**config.mk**
```make
export PLATFORM = sky130hd
export DESIGN_NAME = vec_irq_tracker
export DESIGN_NICKNAME = d
export VERILOG_FILES = /design/src/rtl/vit_pkg.sv /design/src/rtl/vit_hi_find.sv /design/src/rtl/vit_hi_vector.sv /design/src/rtl/vit_prio.sv /design/src/rtl/vit_bank.sv /design/src/rtl/vec_irq_tracker.sv
export SDC_FILE = /design/constraint.sdc
export NUM_CORES = 2
export LEC_CHECK = 0
export CORE_ASPECT_RATIO = 1.4
export CORE_MARGIN = 8
export CORE_UTILIZATION = 45
export CTS_BUF_LIST = sky130_fd_sc_hd__clkbuf_16
export CTS_CLUSTER_DIAMETER = 60
export DETAILED_ROUTE_END_ITERATION = 12
export GPL_TIMING_DRIVEN = 1
export PLACE_DENSITY_LB_ADDON = 0.1
export SETUP_SLACK_MARGIN = 0.15
export SYNTH_ARGS = -nofsm -noshare
export SYNTH_HDL_FRONTEND = slang
export SYNTH_HIERARCHICAL = 1
export SYNTH_SLANG_ARGS = --single-unit
export TNS_END_PERCENT = 50
```
**constraint.sdc**
```tcl
create_clock -name clk -period 7.8 [get_ports clk]
set_input_delay 1.95 -clock clk [delete_from_list [all_inputs] [get_ports clk]]
set_output_delay 1.95 -clock clk [all_outputs]
set_load 0.05 [all_outputs]
```
**src/rtl/vit_pkg.sv**
```systemverilog
package vit_pkg;
  typedef enum logic [0:0] {
    SEL_TASKPRI = 1'b0,
    SEL_EOI     = 1'b1
  } vit_sel_e;
endpackage

```
**src/rtl/vit_hi_find.sv**
```systemverilog
module vit_hi_find #(
  parameter int W = 32,
  localparam int IW = (W > 1) ? $clog2(W) : 1
) (
  input  logic [W-1:0]  bits,
  output logic          found,
  output logic [IW-1:0] idx
);
  always_comb begin
    found = |bits;
    idx   = '0;
    for (int i = 0; i < W; i++) begin
      if (bits[i]) idx = IW'(i);
    end
  end
endmodule

```
**src/rtl/vit_hi_vector.sv**
```systemverilog
module vit_hi_vector #(
  parameter int NVEC   = 256,
  parameter int WORD_W = 32,
  localparam int VW    = $clog2(NVEC),
  localparam int NWORD = NVEC / WORD_W,
  localparam int BW    = $clog2(WORD_W),
  localparam int WIW   = $clog2(NWORD)
) (
  input  logic [NVEC-1:0] set_bits,
  output logic            found,
  output logic [VW-1:0]   vec
);
  logic [NWORD-1:0] w_any;
  logic [BW-1:0]    w_idx [NWORD];
  logic [WIW-1:0]   top_idx;

  // first level: one encoder per 32-vector word
  for (genvar g = 0; g < NWORD; g++) begin : g_word
    vit_hi_find #(.W(WORD_W)) u_word (
      .bits  (set_bits[g*WORD_W +: WORD_W]),
      .found (w_any[g]),
      .idx   (w_idx[g])
    );
  end

  // second level: pick the highest non-empty word
  vit_hi_find #(.W(NWORD)) u_top (
    .bits  (w_any),
    .found (found),
    .idx   (top_idx)
  );

  assign vec = {top_idx, w_idx[top_idx]};
endmodule

```
**src/rtl/vit_prio.sv**
```systemverilog
module vit_prio #(
  parameter int VW        = 8,
  parameter int CLASS_LSB = 4
) (
  input  logic          clk,
  input  logic          rst_n,
  input  logic [VW-1:0] taskpri,
  input  logic          isr_found,
  input  logic [VW-1:0] isr_vec,
  input  logic          pend_found,
  input  logic [VW-1:0] pend_vec,
  input  logic          enable,
  output logic [VW-1:0] procpri,
  output logic          deliver
);
  localparam logic [VW-1:0] CMASK = ~VW'((1 << CLASS_LSB) - 1);

  logic [VW-1:0] isr_eff;

  always_comb begin
    isr_eff = isr_found ? isr_vec : '0;
    if ((taskpri & CMASK) >= (isr_eff & CMASK)) procpri = taskpri;
    else                                        procpri = isr_eff & CMASK;
    deliver = enable && pend_found && ((pend_vec & CMASK) > procpri);
  end

  a_r2_ppr_floor: assert property (@(posedge clk) disable iff (!rst_n)
    procpri[VW-1:CLASS_LSB] >= taskpri[VW-1:CLASS_LSB]);

  a_r2_ppr_covers_isr: assert property (@(posedge clk) disable iff (!rst_n)
    isr_found |-> procpri[VW-1:CLASS_LSB] >= isr_vec[VW-1:CLASS_LSB]);
endmodule

```
**src/rtl/vit_bank.sv**
```systemverilog
module vit_bank #(
  parameter int NVEC = 256,
  localparam int VW  = $clog2(NVEC)
) (
  input  logic            clk,
  input  logic            rst_n,
  input  logic            acc_fire,
  input  logic [VW-1:0]   acc_vec,
  input  logic            acc_level,
  input  logic            ack_fire,
  input  logic [VW-1:0]   ack_vec,
  input  logic            eoi_fire,
  input  logic [VW-1:0]   eoi_vec,
  output logic [NVEC-1:0] pend,
  output logic [NVEC-1:0] isr,
  output logic [NVEC-1:0] tmr,
  output logic            eoi_level
);
  logic [NVEC-1:0] acc_oh, ack_oh, eoi_oh;
  logic            acc_take;
  logic [NVEC-1:0] pend_n, isr_n, tmr_n;

  assign acc_oh    = NVEC'(1) << acc_vec;
  assign ack_oh    = NVEC'(1) << ack_vec;
  assign eoi_oh    = NVEC'(1) << eoi_vec;
  assign eoi_level = tmr[eoi_vec];
  // a repeated level request on an already waiting vector is dropped
  assign acc_take  = acc_fire && !(acc_level && pend[acc_vec]);

  always_comb begin
    pend_n = pend;
    isr_n  = isr;
    tmr_n  = tmr;
    if (eoi_fire) begin
      isr_n = isr_n & ~eoi_oh;
      tmr_n = tmr_n & ~eoi_oh;
    end
    // request first, then the handshake
    if (acc_take) begin
      pend_n = pend_n | acc_oh;
      tmr_n  = acc_level ? (tmr_n | acc_oh) : (tmr_n & ~acc_oh);
    end
    if (ack_fire) begin
      pend_n = pend_n & ~ack_oh;
      isr_n  = isr_n | ack_oh;
    end
  end

  always_ff @(posedge clk) begin
    if (!rst_n) begin
      pend <= '0;
      isr  <= '0;
      tmr  <= '0;
    end else begin
      pend <= pend_n;
      isr  <= isr_n;
      tmr  <= tmr_n;
    end
  end

  a_r5_ack_moves: assert property (@(posedge clk) disable iff (!rst_n)
    ack_fire |=> isr[$past(ack_vec)] && !pend[$past(ack_vec)]);

  a_r9_level_dup_keeps_tmr: assert property (@(posedge clk) disable iff (!rst_n)
    acc_fire && acc_level && pend[acc_vec] && !eoi_fire
      |=> tmr[$past(acc_vec)] == $past(tmr[acc_vec]));

  a_r6_eoi_clears: assert property (@(posedge clk) disable iff (!rst_n)
    eoi_fire |=> !isr[$past(eoi_vec)]);
endmodule

```
**src/rtl/vec_irq_tracker.sv**
```systemverilog
module vec_irq_tracker
  import vit_pkg::*;
#(
  parameter int NVEC      = 256,
  parameter int WORD_W    = 32,
  parameter int REG_W     = 32,
  parameter int CLASS_LSB = 4,
  localparam int VW       = $clog2(NVEC),
  localparam int MIN_VEC  = 1 << CLASS_LSB
) (
  input  logic             clk,
  input  logic             rst_n,
  input  logic             unit_enable,
  input  logic             req_valid,
  output logic             req_ready,
  input  logic [VW-1:0]    req_vector,
  input  logic             req_level,
  output logic             irq_valid,
  input  logic             irq_ready,
  output logic [VW-1:0]    irq_vector,
  input  logic             reg_we,
  input  logic             reg_addr,
  input  logic [REG_W-1:0] reg_wdata,
  output logic [REG_W-1:0] reg_rdata,
  output logic             eoi_valid,
  output logic [VW-1:0]    eoi_vector
);
  logic [NVEC-1:0] pend, isr, tmr;
  logic            pend_found, isr_found, eoi_level;
  logic [VW-1:0]   pend_vec, isr_vec, procpri, taskpri;
  logic            acc_fire, ack_fire, eoi_fire, tpr_wr;
  logic            unused_wdata;

  assign req_ready    = 1'b1;
  assign acc_fire     = req_valid && unit_enable;
  assign ack_fire     = irq_valid && irq_ready;
  assign tpr_wr       = reg_we && (vit_sel_e'(reg_addr) == SEL_TASKPRI);
  assign eoi_fire     = reg_we && (vit_sel_e'(reg_addr) == SEL_EOI) && isr_found;
  assign irq_vector   = pend_vec;
  assign unused_wdata = ^reg_wdata[REG_W-1:VW];

  vit_bank #(.NVEC(NVEC)) u_bank (
    .clk       (clk),
    .rst_n     (rst_n),
    .acc_fire  (acc_fire),
    .acc_vec   (req_vector),
    .acc_level (req_level),
    .ack_fire  (ack_fire),
    .ack_vec   (irq_vector),
    .eoi_fire  (eoi_fire),
    .eoi_vec   (isr_vec),
    .pend      (pend),
    .isr       (isr),
    .tmr       (tmr),
    .eoi_level (eoi_level)
  );

  vit_hi_vector #(.NVEC(NVEC), .WORD_W(WORD_W)) u_pend_hi (
    .set_bits (pend),
    .found    (pend_found),
    .vec      (pend_vec)
  );

  vit_hi_vector #(.NVEC(NVEC), .WORD_W(WORD_W)) u_isr_hi (
    .set_bits (isr),
    .found    (isr_found),
    .vec      (isr_vec)
  );

  vit_prio #(.VW(VW), .CLASS_LSB(CLASS_LSB)) u_prio (
    .clk        (clk),
    .rst_n      (rst_n),
    .taskpri    (taskpri),
    .isr_found  (isr_found),
    .isr_vec    (isr_vec),
    .pend_found (pend_found),
    .pend_vec   (pend_vec),
    .enable     (unit_enable),
    .procpri    (procpri),
    .deliver    (irq_valid)
  );

  always_ff @(posedge clk) begin
    if (!rst_n) begin
      taskpri    <= '0;
      eoi_valid  <= 1'b0;
      eoi_vector <= '0;
    end else begin
      if (tpr_wr) taskpri <= reg_wdata[VW-1:0];
      eoi_valid <= eoi_fire && eoi_level;
      if (eoi_fire) eoi_vector <= isr_vec;
    end
  end

  always_comb begin
    if (vit_sel_e'(reg_addr) == SEL_TASKPRI) reg_rdata = REG_W'(taskpri);
    else                                     reg_rdata = REG_W'(procpri);
  end

  a_r1_legal_vec: assert property (@(posedge clk) disable iff (!rst_n)
    req_valid && unit_enable |-> req_vector >= VW'(MIN_VEC));

  a_r6_notice_follows_write: assert property (@(posedge clk) disable iff (!rst_n)
    eoi_valid |-> $past(reg_we && reg_addr));

  a_r7_empty_eoi_silent: assert property (@(posedge clk) disable iff (!rst_n)
    reg_we && reg_addr && !isr_found |=> !eoi_valid);

  a_r4_above_in_service: assert property (@(posedge clk) disable iff (!rst_n)
    irq_valid && isr_found |-> irq_vector[VW-1:CLASS_LSB] > isr_vec[VW-1:CLASS_LSB]);
endmodule

```
==> metrics.txt <==
pre-CTS WS 0.3009 ns; Core ar. 96,280 um2; Cells after Synth 5,458; nature of the critical path endpoint primary output; worst slew pin tran 1.411 ns; top cell type's share of synthesized area 36.12%; fin. max-slew vios 0; DP Wirelength 124,300 um; Final Hold Vio Count 0; P_int 6.418 mW; Cell variety after synth 67; Simple-Gate Fraction of Synth Area 22.85%; CTS sink cnt 785; gpl congestion 0.9523; status finished clean; Post-DRT Antenna Nets 0; Syn-to-layout area delta 10.22%; largest family of logic cells by synthesized area compound AO/OA/AOI/OAI gates; DR WL/cell 27.58 um; Fin Clk Skew 0.02695 ns; area of the multi-input gates 25,730 um2; final net count 5,346; FP Rows 135; share of cells above drive strength 1 10.98%; post-synthesis instance area 43,500 um2; hold-fix buffers at CTS 0; TritonCTS clock tree yes; mux cell area share after synthesis 9.738%; Max IR drop VDD 0.1623 mV; pin count of the biggest net entering global routing 210; Synth Area per Inst 7.971 um2; Die Y 383.9 um; complex-gate fraction of the synthesized area 25.20%; Starting Density 45.19%; Flop pwr share 46.5%; Setup CP Type register to primary output; vias in the first global route 41.08k; clock root cell clkbuf_16; FF/Latch Area 15,720 um2; latest clock arrival within the worst-skew pair 0.66 ns; Worst Hold Class register to register; Setup crit start kind register; Setup TNS 0 ns; worst relative slew slack 5.552%; vias 43.49k; Ports 99; # fillers 9,402; top cells by area, synth dfxtp_1, o21ai_0, nand3_1; sequential fraction of the synthesis area 36.12%; reg2reg setup slack 0.88 ns; final WL 181,800 um; clk slew on worst S/H paths 0.06 ns; First DRT Iteration DRCs 4,253; drt pass-1 iters 6; WP data arrival 5.75 ns; first-pass GRT wire length 263,000 um; H-tree depth 3; gr usage total 32.34%; ys flop type dfxtp_1; number of synthesized flops with an enable pin 0; post-synthesis adder-cell area fraction 0.2301%; cts bufs inserted 84; Ys Warns 6; pwr dens 180.1 nW/um2; post-DR vias/cell 6.599; switching part of the total power 25.69%; Overflow after GRT 0; RSZ-0062 raised after global routing true; Final setup viols 0; Port-buffer cells 49; Clk pwr share 46.7%; Sw Pwr 2.219 mW; Worst EP required 5.85 ns; CTS Buffer Depth 3; register bit count reported by yosys 785; DRC viols 0; Final Cycle Share 98.72%; Async SR Flop Fraction 0%; Combinational Power Share 6.8%; largest area contributor in the netlist dfxtp_1; initial antenna violation count 2; xor/xnor share of the synthesized area 0%; die width 278.8 um; Leak 15.52 nW; Fmax 129.9 MHz; Die ar. 107,000 um2; max-cap check violation count 0; post-route core utilization 49.80%; final worst setup slack 0.1001 ns; worst-path fanout max 6; Tmin final 7.700 ns; Tot Pwr 8.637 mW
## cell usage after synthesis (4+ instances only)
cell	number
o21ai_0	1058
dfxtp_1	785
nand3_1	706
nand2_1	405
a21oi_1	361
clkbuf_1	340
nor2_1	290
a21boi_0	272
or3_1	145
mux4_2	133
nor3_1	104
inv_1	102
nor4_1	50
mux2i_1	49
or4_1	49
o21ai_1	43
buf_2	37
a221o_1	32
nand2b_1	32
nor2b_1	32
nor4_2	32
buf_4	30
buf_1	28
clkbuf_2	25
and3_1	23
mux2_2	20
mux4_1	20
buf_6	19
o211ai_1	18
o31ai_1	18
o221ai_1	17
a21boi_1	16
a22oi_1	16
a31o_1	16
nand3_2	16
nor4_4	16
o21bai_1	16
o311ai_0	16
and2_1	11
ha_1	8
nand4_1	8
nand3b_1	4
o21a_1	4
## final timing paths
path / from / endpoint / cells after the start
min reg2reg: eoi_vector[6]$_SDFFE_PN0P_ / eoi_vector[6]$_SDFFE_PN0P_ / 2
max: u_bank/isr[89]$_SDFF_PN0_ / irq_valid / 23
max reg2reg: u_bank/isr[89]$_SDFF_PN0_ / u_bank/pend[48]$_SDFF_PN0_ / 29
min: eoi_vector[6]$_SDFFE_PN0P_ / eoi_vector[6]$_SDFFE_PN0P_ / 2
## metal layers
layer | GRT usage (%) | routed length [um] | up-vias
li1 | - | - | 19760
met1 | 34.57 | 63250 | 21040
met2 | 56.25 | 88750 | 1997
met3 | 5.036 | 12630 | 694
met4 | 26.34 | 17110 | 2
met5 | 0 | 15 | -
## cells by family (layout without fill, tap and decap cells)
group,after synthesis,count (layout)
other,2,28
and+or+nand+nor,1933,1933
AOI/OAI and AO/OA,1924,1924
muxes,222,222
adders and majority gates,8,8
buffers and inverters,584,457
DFF,785,785
## power groups by stage
stage | sequential, mW | clock [mW] | combinational [mW]
finish | 4.02 | 4.03 | 0.587
global route | 4.02 | 4.23 | 0.607
CTS | 4.02 | 4.09 | 0.566
detailed placement | 4.11 | 0 | 0.558
global placement | 4.11 | 0 | 0.557
floorplan | 4.11 | 0 | 0.370
## sequential cells by signal, indices dropped and copies added, names as in the netlist
name,flops
u_bank/tmr,256
taskpri,8
eoi_vector,8
u_bank/pend,256
u_bank/isr,256
eoi_valid,1
## critical path, cell delays in order (launching register included)
cell and delay (ns):
dfxtp_4 0.35, nor4_4 0.32, and3_4 0.26, nand3_2 0.08, or4_4 0.56, inv_2 0.07
a21oi_2 0.07, o31ai_4 0.36, mux4_2 0.61, mux2_4 0.34, nand2_4 0.10, inv_4 0.04
ha_4 0.21, nor3b_4 0.21, o21ai_4 0.11, buf_4 0.16, o21a_1 0.19, ha_4 0.28
a21oi_1 0.08, o21ai_2 0.17, nand3_1 0.09, nor2_1 0.11, buf_4 0.16, buf_12 0.14
## area by class of cell
cell class                      count  area share [%]
Inverter                          104          0.8194
Clock buffer                       87           4.540
Antenna cell                        3         0.01566
Tap cell                         1233           3.217
Sequential cell                   785           32.78
Timing Repair Buffer              203           3.922
Clock inverter                     63           1.031
Multi-Input combinational cell   4112           53.67
## per-stage QoR
| stage | area [um2] | std cells | hold WS (ns) |
|---|---|---|---|
| 3_5_place_dp | 44990 | 6427 | 0.4614 |
| 3_3_place_gp | 44990 | 6427 | 0.4477 |
| 6_report | 47950 | 6590 | 0.4683 |
| 4_1_cts | 47810 | 6584 | 0.4702 |
| 5_1_grt | 47940 | 6587 | 0.4838 |
| 2_1_floorplan | 43590 | 5481 | 0.4444 |
## placed cells by master, fill, tap and decap left out, types with 35 or more instances in the layout
master,instances
a21boi_0,272
a21oi_1,359
buf_4,143
clkbuf_16,87
clkdlybuf4s50_1,35
dfxtp_1,783
inv_1,119
mux2i_1,49
mux4_2,135
nand2_1,394
nand3_1,706
nor2_1,287
nor3_1,82
nor4_1,45
o21ai_0,1057
o21ai_1,43
or3_1,145
or4_1,41
## what timing repair did
action / in CTS / in global routing
pin swaps: 10 / 15
setup endpoints to repair: 1 / 1
cloned: 0 / 0
setup buffers: 7 / 3
resized for setup: 31 / 18
Note: power is estimated with default switching activity, not from simulation.
